--- src/rtl/irqc_pkg.sv ---
package irqc_pkg;
  localparam int DW = 32;
  localparam int AW = 3;

  typedef enum logic [AW-1:0] {
    A_RAW     = 3'd0,
    A_IRQ_STA = 3'd1,
    A_IRQ_EN  = 3'd2,
    A_IRQ_DIS = 3'd3,
    A_FIQ_STA = 3'd4,
    A_FIQ_EN  = 3'd5,
    A_FIQ_DIS = 3'd6,
    A_SEL     = 3'd7
  } addr_e;

  // positions that may be enabled: 2..n-1 minus the reserved hole
  function automatic logic [DW-1:0] en_mask(int n, int rsv);
    logic [DW-1:0] m;
    m = '0;
    for (int i = 2; i < n; i++) if (i != rsv) m[i] = 1'b1;
    return m;
  endfunction

  // raw view adds the software interrupt position
  function automatic logic [DW-1:0] raw_mask(int n, int rsv);
    logic [DW-1:0] m;
    m = en_mask(n, rsv);
    m[1] = 1'b1;
    return m;
  endfunction
endpackage

--- src/rtl/irqc_path.sv ---
module irqc_path #(
  parameter int NUM_SRC = 20,
  parameter logic [NUM_SRC-1:0] EN_MASK = '0
) (
  input  logic               clk_i,
  input  logic               rst_ni,
  input  logic               set_we_i,
  input  logic               clr_we_i,
  input  logic [NUM_SRC-1:0] wdata_i,
  input  logic [NUM_SRC-1:0] raw_i,
  output logic [NUM_SRC-1:0] en_o,
  output logic [NUM_SRC-1:0] sta_o,
  output logic               req_o
);
  logic [NUM_SRC-1:0] en_q;

  for (genvar i = 0; i < NUM_SRC; i++) begin : g_bit
    if (EN_MASK[i]) begin : g_live
      always_ff @(posedge clk_i or negedge rst_ni) begin
        if (!rst_ni)                    en_q[i] <= 1'b0;
        else if (clr_we_i && wdata_i[i]) en_q[i] <= 1'b0;
        else if (set_we_i && wdata_i[i]) en_q[i] <= 1'b1;
      end
    end else begin : g_rsv
      assign en_q[i] = 1'b0;
    end
  end

  assign en_o  = en_q;
  assign sta_o = raw_i & en_q;

  always_ff @(posedge clk_i or negedge rst_ni) begin
    if (!rst_ni) req_o <= 1'b0;
    else         req_o <= |sta_o;
  end
endmodule

--- src/rtl/irqc_rd_mux.sv ---
module irqc_rd_mux
  import irqc_pkg::*;
#(
  parameter int NUM_SRC = 20
) (
  input  logic [AW-1:0]      addr_i,
  input  logic [NUM_SRC-1:0] raw_i,
  input  logic [NUM_SRC-1:0] irq_sta_i,
  input  logic [NUM_SRC-1:0] irq_en_i,
  input  logic [NUM_SRC-1:0] fiq_sta_i,
  input  logic [NUM_SRC-1:0] fiq_en_i,
  input  logic [DW-1:0]      sel_word_i,
  output logic [DW-1:0]      rdata_o
);
  localparam int PAD = DW - NUM_SRC;

  always_comb begin
    unique case (addr_e'(addr_i))
      A_RAW:     rdata_o = {{PAD{1'b0}}, raw_i};
      A_IRQ_STA: rdata_o = {{PAD{1'b0}}, irq_sta_i};
      A_IRQ_EN:  rdata_o = {{PAD{1'b0}}, irq_en_i};
      A_FIQ_STA: rdata_o = {{PAD{1'b0}}, fiq_sta_i};
      A_FIQ_EN:  rdata_o = {{PAD{1'b0}}, fiq_en_i};
      A_SEL:     rdata_o = sel_word_i;
      default:   rdata_o = '0;
    endcase
  end
endmodule

--- src/rtl/irqc_top.sv ---
module irqc_top
  import irqc_pkg::*;
#(
  parameter int NUM_SRC = 20,
  parameter int RSV_BIT = 15
) (
  input  logic               clk_i,
  input  logic               rst_ni,
  input  logic               wr_en_i,
  input  logic [2:0]         addr_i,
  input  logic [31:0]        wdata_i,
  output logic [31:0]        rdata_o,
  input  logic [NUM_SRC-1:0] src_i,
  output logic               irq_o,
  output logic               fiq_o
);
  localparam int SEL_W = 5;
  localparam logic [DW-1:0] EN_M  = en_mask(NUM_SRC, RSV_BIT);
  localparam logic [DW-1:0] RAW_M = raw_mask(NUM_SRC, RSV_BIT);

  logic [NUM_SRC-1:0] raw, irq_sta, irq_en, fiq_sta, fiq_en, fiq_view;
  logic               any_req;
  logic [SEL_W-1:0]   sel_q;
  logic               sel_pend;
  logic [DW-1:0]      sel_word;

  assign raw = src_i & RAW_M[NUM_SRC-1:0];

  irqc_path #(.NUM_SRC(NUM_SRC), .EN_MASK(EN_M[NUM_SRC-1:0])) u_irq (
    .clk_i, .rst_ni,
    .set_we_i (wr_en_i && addr_i == A_IRQ_EN),
    .clr_we_i (wr_en_i && addr_i == A_IRQ_DIS),
    .wdata_i  (wdata_i[NUM_SRC-1:0]),
    .raw_i    (raw),
    .en_o     (irq_en),
    .sta_o    (irq_sta),
    .req_o    (irq_o)
  );

  irqc_path #(.NUM_SRC(NUM_SRC), .EN_MASK(EN_M[NUM_SRC-1:0])) u_fiq (
    .clk_i, .rst_ni,
    .set_we_i (wr_en_i && addr_i == A_FIQ_EN),
    .clr_we_i (wr_en_i && addr_i == A_FIQ_DIS),
    .wdata_i  (wdata_i[NUM_SRC-1:0]),
    .raw_i    (raw),
    .en_o     (fiq_en),
    .sta_o    (fiq_sta),
    .req_o    (fiq_o)
  );

  // fast-path bit 0 summarises both paths
  assign any_req  = |(irq_sta | fiq_sta);
  assign fiq_view = {fiq_sta[NUM_SRC-1:1], any_req};

  always_ff @(posedge clk_i or negedge rst_ni) begin
    if (!rst_ni)                        sel_q <= '0;
    else if (wr_en_i && addr_i == A_SEL) sel_q <= wdata_i[SEL_W-1:0];
  end

  assign sel_pend = (int'(sel_q) < NUM_SRC) ? raw[sel_q] : 1'b0;
  assign sel_word = {sel_pend, {(DW-SEL_W-1){1'b0}}, sel_q};

  irqc_rd_mux #(.NUM_SRC(NUM_SRC)) u_rd (
    .addr_i,
    .raw_i      (raw),
    .irq_sta_i  (irq_sta),
    .irq_en_i   (irq_en),
    .fiq_sta_i  (fiq_view),
    .fiq_en_i   (fiq_en),
    .sel_word_i (sel_word),
    .rdata_o
  );
endmodule

--- config.mk ---
export PLATFORM = sky130hd
export DESIGN_NAME = irqc_top
export DESIGN_NICKNAME = d
export VERILOG_FILES = /design/src/rtl/irqc_pkg.sv /design/src/rtl/irqc_path.sv /design/src/rtl/irqc_rd_mux.sv /design/src/rtl/irqc_top.sv
export SDC_FILE = /design/constraint.sdc
export NUM_CORES = 1
export LEC_CHECK = 0
export CAP_MARGIN = 20
export CELL_PAD_IN_SITES_DETAIL_PLACEMENT = 1
export CELL_PAD_IN_SITES_GLOBAL_PLACEMENT = 1
export CORE_ASPECT_RATIO = 1.75
export CORE_MARGIN = 2
export CORE_UTILIZATION = 51
export CTS_BUF_LIST = sky130_fd_sc_hd__clkbuf_8 sky130_fd_sc_hd__clkbuf_16
export CTS_CLUSTER_SIZE = 10
export DETAILED_ROUTE_END_ITERATION = 8
export DONT_BUFFER_PORTS = 1
export GPL_TIMING_DRIVEN = 0
export HOLD_SLACK_MARGIN = 0.03
export PLACE_DENSITY_LB_ADDON = 0.1
export SLEW_MARGIN = 0
export SYNTH_ARGS = -nofsm -noshare
export SYNTH_HDL_FRONTEND = slang
export SYNTH_SLANG_ARGS = --single-unit
--- constraint.sdc ---
create_clock -name clk_i -period 5.05 [get_ports clk_i]
set_input_delay 1.01 -clock clk_i [delete_from_list [all_inputs] [get_ports clk_i]]
set_output_delay 1.01 -clock clk_i [all_outputs]
set_load 0.05 [all_outputs]
==> flow_summary.toml, run 1 <==
[status]
outcome = "complete, no violations"

[timing]
rsz0062_at_grt = "no"
max-slew-margin-rel = 0.208
hold_ws_ps = 393
tns_ps = 0
final_max_slew_viol_count = 0
fin_skew_ps = 3.10
hold_viol_final = 0
fmax_mhz = 264
fin_crit_ps = 3790
finalSetupViolations = 0
timing.final.crit_share = 0.751
tightest_slew_ps = 1170

[worst_setup_path]
end_kind = "output pin"
cp-start-kind = "input port"
r2r_slack_ps = 3440
path_depth = 5
cp_num_buf_inv = 2
arrival_ps = 2780
slowest_stage = "o21ai_1"
reg2regPathDepth = 4
r2r-start = "u_irq.en_o[9]"
critPathMaxFanout = 10
slowest_delay_ps = 800
setup.worst_path.class = "in2out"
crit_path_cell_trace = "inv_2 > clkbuf_1 > a22o_1 > a22oi_1 > o21ai_1"
r2r_end = "u_irq.req_o"
cp_top_family = "compound AO/OA/AOI/OAI gates"
worstPathRequired_ps = 4040

[synth]
synth_seq_area_share = 0.370
ys.flop_type = "dfrtp_1"
synth.most_common_cell = "a21oi_1"
yosys.area.top_type = "dfrtp_1"
synth_top_family_by_area = "compound AO/OA/AOI/OAI gates"
synth_mux_area_frac = 0.0596
yosys.area_share.adder = 0
synth_cells = 296
synth_area_um2 = 2770
synthArstFlopShare = 1.00
avgSynthCellArea_um2 = 9.36
synthXorXnorAreaFrac = 0
synth_cell_type_count = 43
netlist.area_leader.share = 0.370
synthTopCellsByCount = "a21oi_1, dfrtp_1, a22oi_1, a21oi_2, nand2_1"
synth-edff-count = 0
ys_ff_latch = 41
synth.area.top_cells = "dfrtp_1, a21oi_1, a22oi_1"
synth_compound_area_frac = 0.360
ys_warn_count = 0
synth-simple-area-share = 0.132

[pwr]
leakage_nw = 1.23
power.switching_uw = 436
internal_power_uw = 664
power_frac_seq = 0.447
vdd.ir_drop.worst_mv = 0.164
clkPwrFrac = 0.221
sw_frac_of_total = 0.397
combPwrFrac = 0.332
power_density_nw_per_um2 = 367

[clock_tree]
clock_path_buffers = 2
clk_pin_slew_worst_paths_ps = 80
cts_tree = "built"
root_buffer = "clkbuf_8"
cts-hold-fix-buffers = 0
ctsHtreeMaxLevel = 2
cts_buffers = 5
clock_sinks = 41
cts_setup_buffers = 0
clk_latency_ps = 300
cts.repair.resized = 0

[finish]
fin_nets = 373
syn2layout_area_growth_pct = 8.18
fill_cells = 633
drive_gt1_frac = 0.222
diodes = 0

[drt]
dr.first_iter.drc_count = 207
drc = 0
first_pass_iters = 4
wl_mm = 9.24
routed_via_density = 7.04
vias = 2612
postRouteAntennaNets = 0
routedWlPerCell_um = 24.9

[grt]
grt_antenna_before_repair = 0
track_usage = 0.320
grt_max_degree = 42
grt_pass1_vias = 2747
grt_pass1_wl_mm = 14.3
overflow = 0

[job]
maxCapViolations = 0

[floorplanning]
io_pins = 92
die_area_um2 = 6060
core_area_um2 = 5260
rows = 35
initial_utilization = 0.527
die_x_um = 59.7
die_h_um = 101

[place]
portBuffers = 0
dp.final_hpwl_mm = 6.92
routabilityCongestion = 0.890

[min_path]
hold_path.class = "in2async"
## state kept, by name, indices dropped and copies added (netlist names)
register / count
u_fiq.en_o: 17
u_irq.en_o: 17
sel_q: 5
u_fiq.req_o: 1
u_irq.req_o: 1
## cells in the final DEF (no fill, tap or decap), types with 2 or more instances in the layout
cell,Yosys,routed
a21oi_1,51,51
a21oi_2,20,20
a221oi_1,3,3
a22o_1,16,16
a22oi_1,24,24
a32oi_1,3,3
and3_1,4,4
buf_2,7,7
buf_4,16,17
buf_6,2,2
clkbuf_1,5,5
clkbuf_8,0,7
conb_1,1,12
dfrtp_1,41,41
inv_1,2,2
inv_2,2,2
mux2_2,6,6
mux2i_1,3,3
mux4_2,3,3
nand2_1,20,20
nand2b_1,14,14
nand3_1,4,4
nand3b_1,3,3
nand4_1,3,3
nor2_1,5,5
nor2b_1,2,2
nor3b_4,2,2
o21ai_0,16,3
o21ai_1,0,13
o221ai_1,3,3
## metrics by stage
step / total power, mW / std cells / area [um2] / utilization / setup slack [ps]
after global placement: 0.837 / 362 / 2880 / 0.548 / 930
after CTS: 1.10 / 371 / 3000 / 0.570 / 1260
after global routing: 1.16 / 371 / 3000 / 0.570 / 1200
after detailed placement: 0.859 / 363 / 2900 / 0.551 / 1270
final: 1.10 / 371 / 3000 / 0.570 / 1260
after floorplan: 0.773 / 307 / 2810 / - / 1280
## per-layer routing
layer  track usage  up-vias  wire (um)
met3        0.0728       30        640
met4         0.174        0        382
met1         0.361     1324       3310
li1              -     1154          -
met5             0        -          0
met2         0.541      104       4910
## logic make-up (layout without fill, tap and decap cells)
kind of cell,count (synthesis),in the layout
AOI/OAI and AO/OA,146,146
muxes,12,12
DFF,41,41
buffers and inverters,34,43
other,1,12
and+or+nand+nor,62,62
## power groups by stage
stage               Sequential (mW)  Combinational, mW  Clock, mW
finish                        0.491              0.365      0.243
global route                  0.502              0.394      0.259
floorplan                     0.463              0.310          0
CTS                           0.489              0.365      0.244
detailed placement            0.496              0.363          0
global placement              0.493              0.344          0
## layout make-up
type	instances	area, um2	area share
clock buffers	7	96.3	0.0322
plain buffers	30	196	0.0656
multi-input cells	232	1580	0.528
repair buffers	1	7.51	0.00251
clock inverters	1	5.00	0.00167
inverters	4	15.0	0.00501
flip-flops and latches	41	1030	0.342
well taps	55	68.8	0.0230
## how the worst max path moves through the flow
| stage | from | end | slack (ps) |
|---|---|---|---|
| floorplan | addr_i[0] | rdata_o[19] | 1280 |
| global placement | addr_i[0] | rdata_o[12] | 930 |
| detailed placement | addr_i[0] | rdata_o[18] | 1270 |
| CTS | addr_i[0] | rdata_o[18] | 1260 |
| global route | addr_i[0] | rdata_o[12] | 1200 |
| finish | addr_i[0] | rdata_o[18] | 1260 |
Power figures use the tool's default switching activity.
==> inputs of run 2 (changes only) <==
CORE_UTILIZATION = 47   (was 51)
clock period = 3.65 ns   (was 5.05 ns; I/O delays follow)
==> run 2 against run 1 <==
  * Design area up 2.0%
  * Critical path type unchanged
  * Largest power group unchanged
  * Non-clock buffer count unchanged
  * Combinational power grew 39%
  * Hold slack got worse by 280 ps
  * Cell count is 6.2% higher
  * Clock power up 83%
  * Register-to-register slack got worse by 1200 ps
==> flow_summary.toml, run 2 (synthesized netlist as in run 1, its figures left out) <==
[status]
outcome = "complete, no violations"

[floorplanning]
die_h_um = 106
io_pins = 92
die_x_um = 62.0
die_area_um2 = 6550
initial_utilization = 0.479
core_area_um2 = 5790
rows = 37

[pwr]
power.total_mw = 1.63
clkPwrFrac = 0.272
power_frac_seq = 0.416
sw_frac_of_total = 0.376
vdd.ir_drop.worst_mv = 0.324
combPwrFrac = 0.311
power.switching_uw = 613
leakage_nw = 1.24
internal_power_mw = 1.02
power_density_nw_per_um2 = 533

[finish]
layout_common_cells = "a21oi_1, dfrtp_1, a22oi_1, nand2_1, a21oi_2"
drive_gt1_frac = 0.222
fill_cells = 687
multiInputGateArea_um2 = 1580
diodes = 0
fin_cells = 394
syn2layout_area_growth_pct = 10.4
seqCellArea_um2 = 1030
final_common_cell = "a21oi_1"
fin_nets = 373

[clock_tree]
cts_buffers = 5
cts_setup_buffers = 0
ctsHtreeMaxLevel = 2
clk_latency_ps = 300
cts-hold-fix-buffers = 0
clk_pin_slew_worst_paths_ps = 80
cts.repair.resized = 0
clock_path_buffers = 2
cts_tree = "built"
root_buffer = "clkbuf_8"
clock_sinks = 41

[drt]
first_pass_iters = 5
wl_mm = 9.65
routed_via_density = 6.60
postRouteAntennaNets = 0
routedWlPerCell_um = 24.5
dr.first_iter.drc_count = 201
vias = 2601
drc = 0

[grt]
grt_pass1_vias = 2741
grt_pass1_wl_mm = 14.8
track_usage = 0.311
grt_antenna_before_repair = 0
grt_max_degree = 42
overflow = 0

[worst_setup_path]
critPathMaxFanout = 10
worstPathRequired_ps = 2920
cp_top_family = "compound AO/OA/AOI/OAI gates"
slowest_stage = "o21ai_1"
setup.worst_path.class = "in2out"
arrival_ps = 2490
slowest_delay_ps = 790
cp-start-kind = "input port"
cp_num_buf_inv = 2
crit_path_cell_trace = "inv_2 > clkbuf_1 > a22o_1 > a22oi_1 > o21ai_1"
end_kind = "output pin"

[min_path]
hold_path.class = "in2async"

[place]
dp.final_hpwl_mm = 7.04
portBuffers = 0
dp_cells = 386
routabilityCongestion = 0.916

[timing]
finalSetupViolations = 0
fin_skew_ps = 2.67
final_max_slew_viol_count = 0
hold_ws_ps = 112
fin_crit_ps = 3220
fmax_mhz = 311
max-slew-margin-rel = 0.260
tns_ps = 0
hold_viol_final = 0
timing.final.crit_share = 0.882
rsz0062_at_grt = "no"
tightest_slew_ps = 1130

[job]
maxCapViolations = 0
==> run 2: changes by cell type in the layout (fill, tap and decap cells not counted) <==
cell	before	now
bufinv_16	0	2
o21ai_1	13	14
clkbuf_8	7	5
o21ai_0	3	2
==> run 2: stage by stage <==
step                      cell area, um2   util  setup WS [ps]
final                               3060  0.528            432
after global routing                3060  0.528            335
after CTS                           3060  0.528            443
after detailed placement            2920  0.505            481
after global placement              2910  0.503           58.9
after floorplan                     2810      -            439
==> run 2: worst paths after layout <==
check,start,endpoint,slack (ps),cells past startpoint
min,rst_ni,u_irq.en_o[18],110,0
min in group clk_i,wdata_i[6],u_irq.en_o[6],490,1
max in group asynchronous,rst_ni,sel_q[4],3440,0
min reg2reg,u_irq.en_o[10],u_irq.en_o[10],590,2
max reg2reg,u_irq.en_o[16],u_irq.req_o,2200,4
max,addr_i[0],rdata_o[18],430,5
==> run 2: layout make-up <==
type / count / area share
Sequential cell: 41 / 0.336
Timing Repair Buffer: 1 / 0.00245
Inverter: 4 / 0.00491
Tap cell: 78 / 0.0319
Clock buffer: 5 / 0.0225
Buffer: 30 / 0.0642
Clock inverter: 3 / 0.0213
Multi-Input combinational cell: 232 / 0.517
==> run 2: layer usage <==
metal	up-vias	part of all wire	GRT usage
li1	1152	-	-
met1	1337	0.37	0.358
met2	92	0.55	0.536
met3	20	0.057	0.0638
met4	0	0.028	0.117
met5	-	0	0
==> run 2: power by group through the flow <==
stage          Clock, mW  Combinational [mW]  Sequential [mW]
2_1_floorplan          0               0.429            0.640
3_3_place_gp           0               0.480            0.679
3_5_place_dp           0               0.502            0.683
4_1_cts            0.453               0.506            0.674
5_1_grt            0.465               0.552            0.690
6_report           0.444               0.508            0.679
==> run 2: worst reg2reg max path, delay by kind of cell (launching register included) <==
kind            cells  cell delay [ps]
simple gates        2              360
compound gates      2              540
flops               1              420
==> inputs of run 3 (changes only) <==
CORE_UTILIZATION = 48   (was 47)
SYNTH_HIERARCHICAL = 1   (was default)
==> run 3 against run 2 <==
  * Routed wire length increased by 21%
  * Register-to-register slack got worse by 440 ps
  * Clock power increased by 9.0%
  * Sequential power is 1% lower
  * Design area grew 24%
  * Synthesized area grew 22%
  * Utilization is 2.5 points higher
  * Setup slack better by 23 ps
  * Global-route usage grew 0.88 points
  * Non-clock buffer count increased by 6
  * Hold slack better by 16 ps
  * Critical path type unchanged
==> flow_summary.toml, run 3 <==
[drt]
wl_mm = 11.7
first_pass_iters = 4
postRouteAntennaNets = 0
vias = 3151
routedWlPerCell_um = 23.5
drc = 0
routed_via_density = 6.34
dr.first_iter.drc_count = 233

[pwr]
power_density_nw_per_um2 = 475
leakage_nw = 1.65
vdd.ir_drop.worst_mv = 0.396

[job]
maxCapViolations = 0

[synth]
synthArstFlopShare = 1.00
synthTopCellsByCount = "a21oi_1, and2_1, dfrtp_1, mux2_2, mux2i_1"
ys_warn_count = 6
synth_seq_area_share = 0.303
synth_cells = 368
synth_area_um2 = 3390
synth.area.top_cells = "dfrtp_1, a21oi_1, and2_1"
ys_ff_latch = 41
synth-edff-count = 0
yosys.area.top_type = "dfrtp_1"
synth.most_common_cell = "a21oi_1"
synth_cell_type_count = 52
avgSynthCellArea_um2 = 9.20
netlist.area_leader.share = 0.303
ys.flop_type = "dfrtp_1"

[grt]
track_usage = 0.320
grt_pass1_wl_mm = 18.1
grt_max_degree = 42
grt_antenna_before_repair = 0
overflow = 0
grt_pass1_vias = 3400

[clock_tree]
clock_path_buffers = 2
cts_tree = "built"
root_buffer = "clkbuf_16"
clk_pin_slew_worst_paths_ps = 60
clock_sinks = 41
cts-hold-fix-buffers = 0
clk_latency_ps = 290
ctsHtreeMaxLevel = 2
cts.repair.resized = 0
cts_setup_buffers = 0
cts_buffers = 5

[place]
dp_cells = 489
portBuffers = 0
dp.final_hpwl_mm = 9.18
routabilityCongestion = 0.961
dp_slack_ps = 528

[finish]
seqCellArea_um2 = 1030
fin_cells = 497
fin_nets = 470
final_util = 0.553
fill_cells = 812
multiInputGateArea_um2 = 2230
drive_gt1_frac = 0.177
diodes = 0
layout_common_cells = "a21oi_1, and2_1, dfrtp_1, conb_1, mux2_2"
final_common_cell = "a21oi_1"
syn2layout_area_growth_pct = 12.0

[timing]
finalSetupViolations = 0
fin_skew_ps = 5.36
final_max_slew_viol_count = 0
fmax_mhz = 313
tns_ps = 0
worst_slack_ps = 456
tightest_slew_ps = 1110
timing.final.crit_share = 0.875
fin_crit_ps = 3190
rsz0062_at_grt = "no"
max-slew-margin-rel = 0.263
hold_viol_final = 0

[floorplanning]
io_pins = 92
die_x_um = 67.5
core_area_um2 = 6860
initial_utilization = 0.494
rows = 40
die_area_um2 = 7770
die_h_um = 115

[worst_setup_path]
worstPathRequired_ps = 2920
cp_top_family = "simple AND/OR/NAND/NOR gates"
arrival_ps = 2460
setup.worst_path.class = "in2out"
r2r_end = "u_irq/req_o"
r2r_slack_ps = 1760
cp_num_buf_inv = 0
reg2regPathDepth = 4
critPathMaxFanout = 4
slowest_stage = "nor4_1"
cp-start-kind = "input port"
r2r-start = "u_irq/en_o[13]"
crit_path_cell_trace = "and2_1 > nor4_1 > nand4_1 > or3_1 > mux2i_1 > o211ai_2 > o21a_1"
slowest_delay_ps = 490
end_kind = "output pin"

[min_path]
hold_path.class = "in2async"

[status]
outcome = "complete, no violations"
-- run 3: cell types whose count changed after synthesis, moves of 12 or more --
cell / change
and2_1: +44
a21oi_1: +21
a21oi_2: -20
mux2_2: +18
mux2i_1: +18
nand2_1: -17
nand2b_1: -12
-- run 3: power by group --
part | leakage [nW] | internal (mW) | switching [mW] | total (mW)
combinational | 1.08 | 0.254 | 0.391 | 0.646
sequential | 0.487 | 0.553 | 0.119 | 0.672
clock | 0.0805 | 0.294 | 0.190 | 0.484
total | 1.65 | 1.10 | 0.700 | 1.80
-- run 3: per-layer routing --
metal	vias up	GRT usage	wire, um
met5	-	0	0
met4	0	0.196	705
met3	40	0.0753	818
met2	134	0.550	6040
met1	1536	0.341	4130
li1	1441	-	-
-- run 3: cell type report --
type                       count  share of cell area
clock buffer                   7              0.0403
buffer                        37              0.0680
clock inverter                 1             0.00231
multi-input combinational    325               0.589
tap                           84              0.0277
sequential                    41               0.271
inverter                       2             0.00198
-- run 3: logic make-up (layout without fill, tap and decap cells) --
family / count (synthesis) / after routing / synth area share
flip-flops: 41 / 41 / 0.303
AO/OA/AOI/OAI: 138 / 138 / 0.260
buffers and inverters: 39 / 47 / 0.0783
other: 3 / 40 / 0.00332
AND/OR/NAND/NOR: 99 / 99 / 0.192
multiplexers: 48 / 48 / 0.163
-- run 3: how the worst max path moves through the flow --
stage | start | endpoint | slack [ps] | cells past startpoint
final | src_i[4] | rdata_o[0] | 460 | 7
after global placement | addr_i[2] | rdata_o[4] | 330 | 5
after CTS | src_i[4] | rdata_o[0] | 530 | 7
after floorplan | addr_i[2] | rdata_o[4] | 580 | 5
after global routing | u_irq/en_o[10] | rdata_o[0] | 460 | 7
after detailed placement | src_i[4] | rdata_o[0] | 530 | 7
-- run 3: stage by stage --
step | hold slack (ps) | total power [mW] | area [um2]
floorplan | 434 | 1.15 | 3530
global placement | 435 | 1.28 | 3630
detailed placement | 435 | 1.31 | 3630
CTS | 119 | 1.80 | 3790
global route | 116 | 1.88 | 3790
finish | 129 | 1.80 | 3790
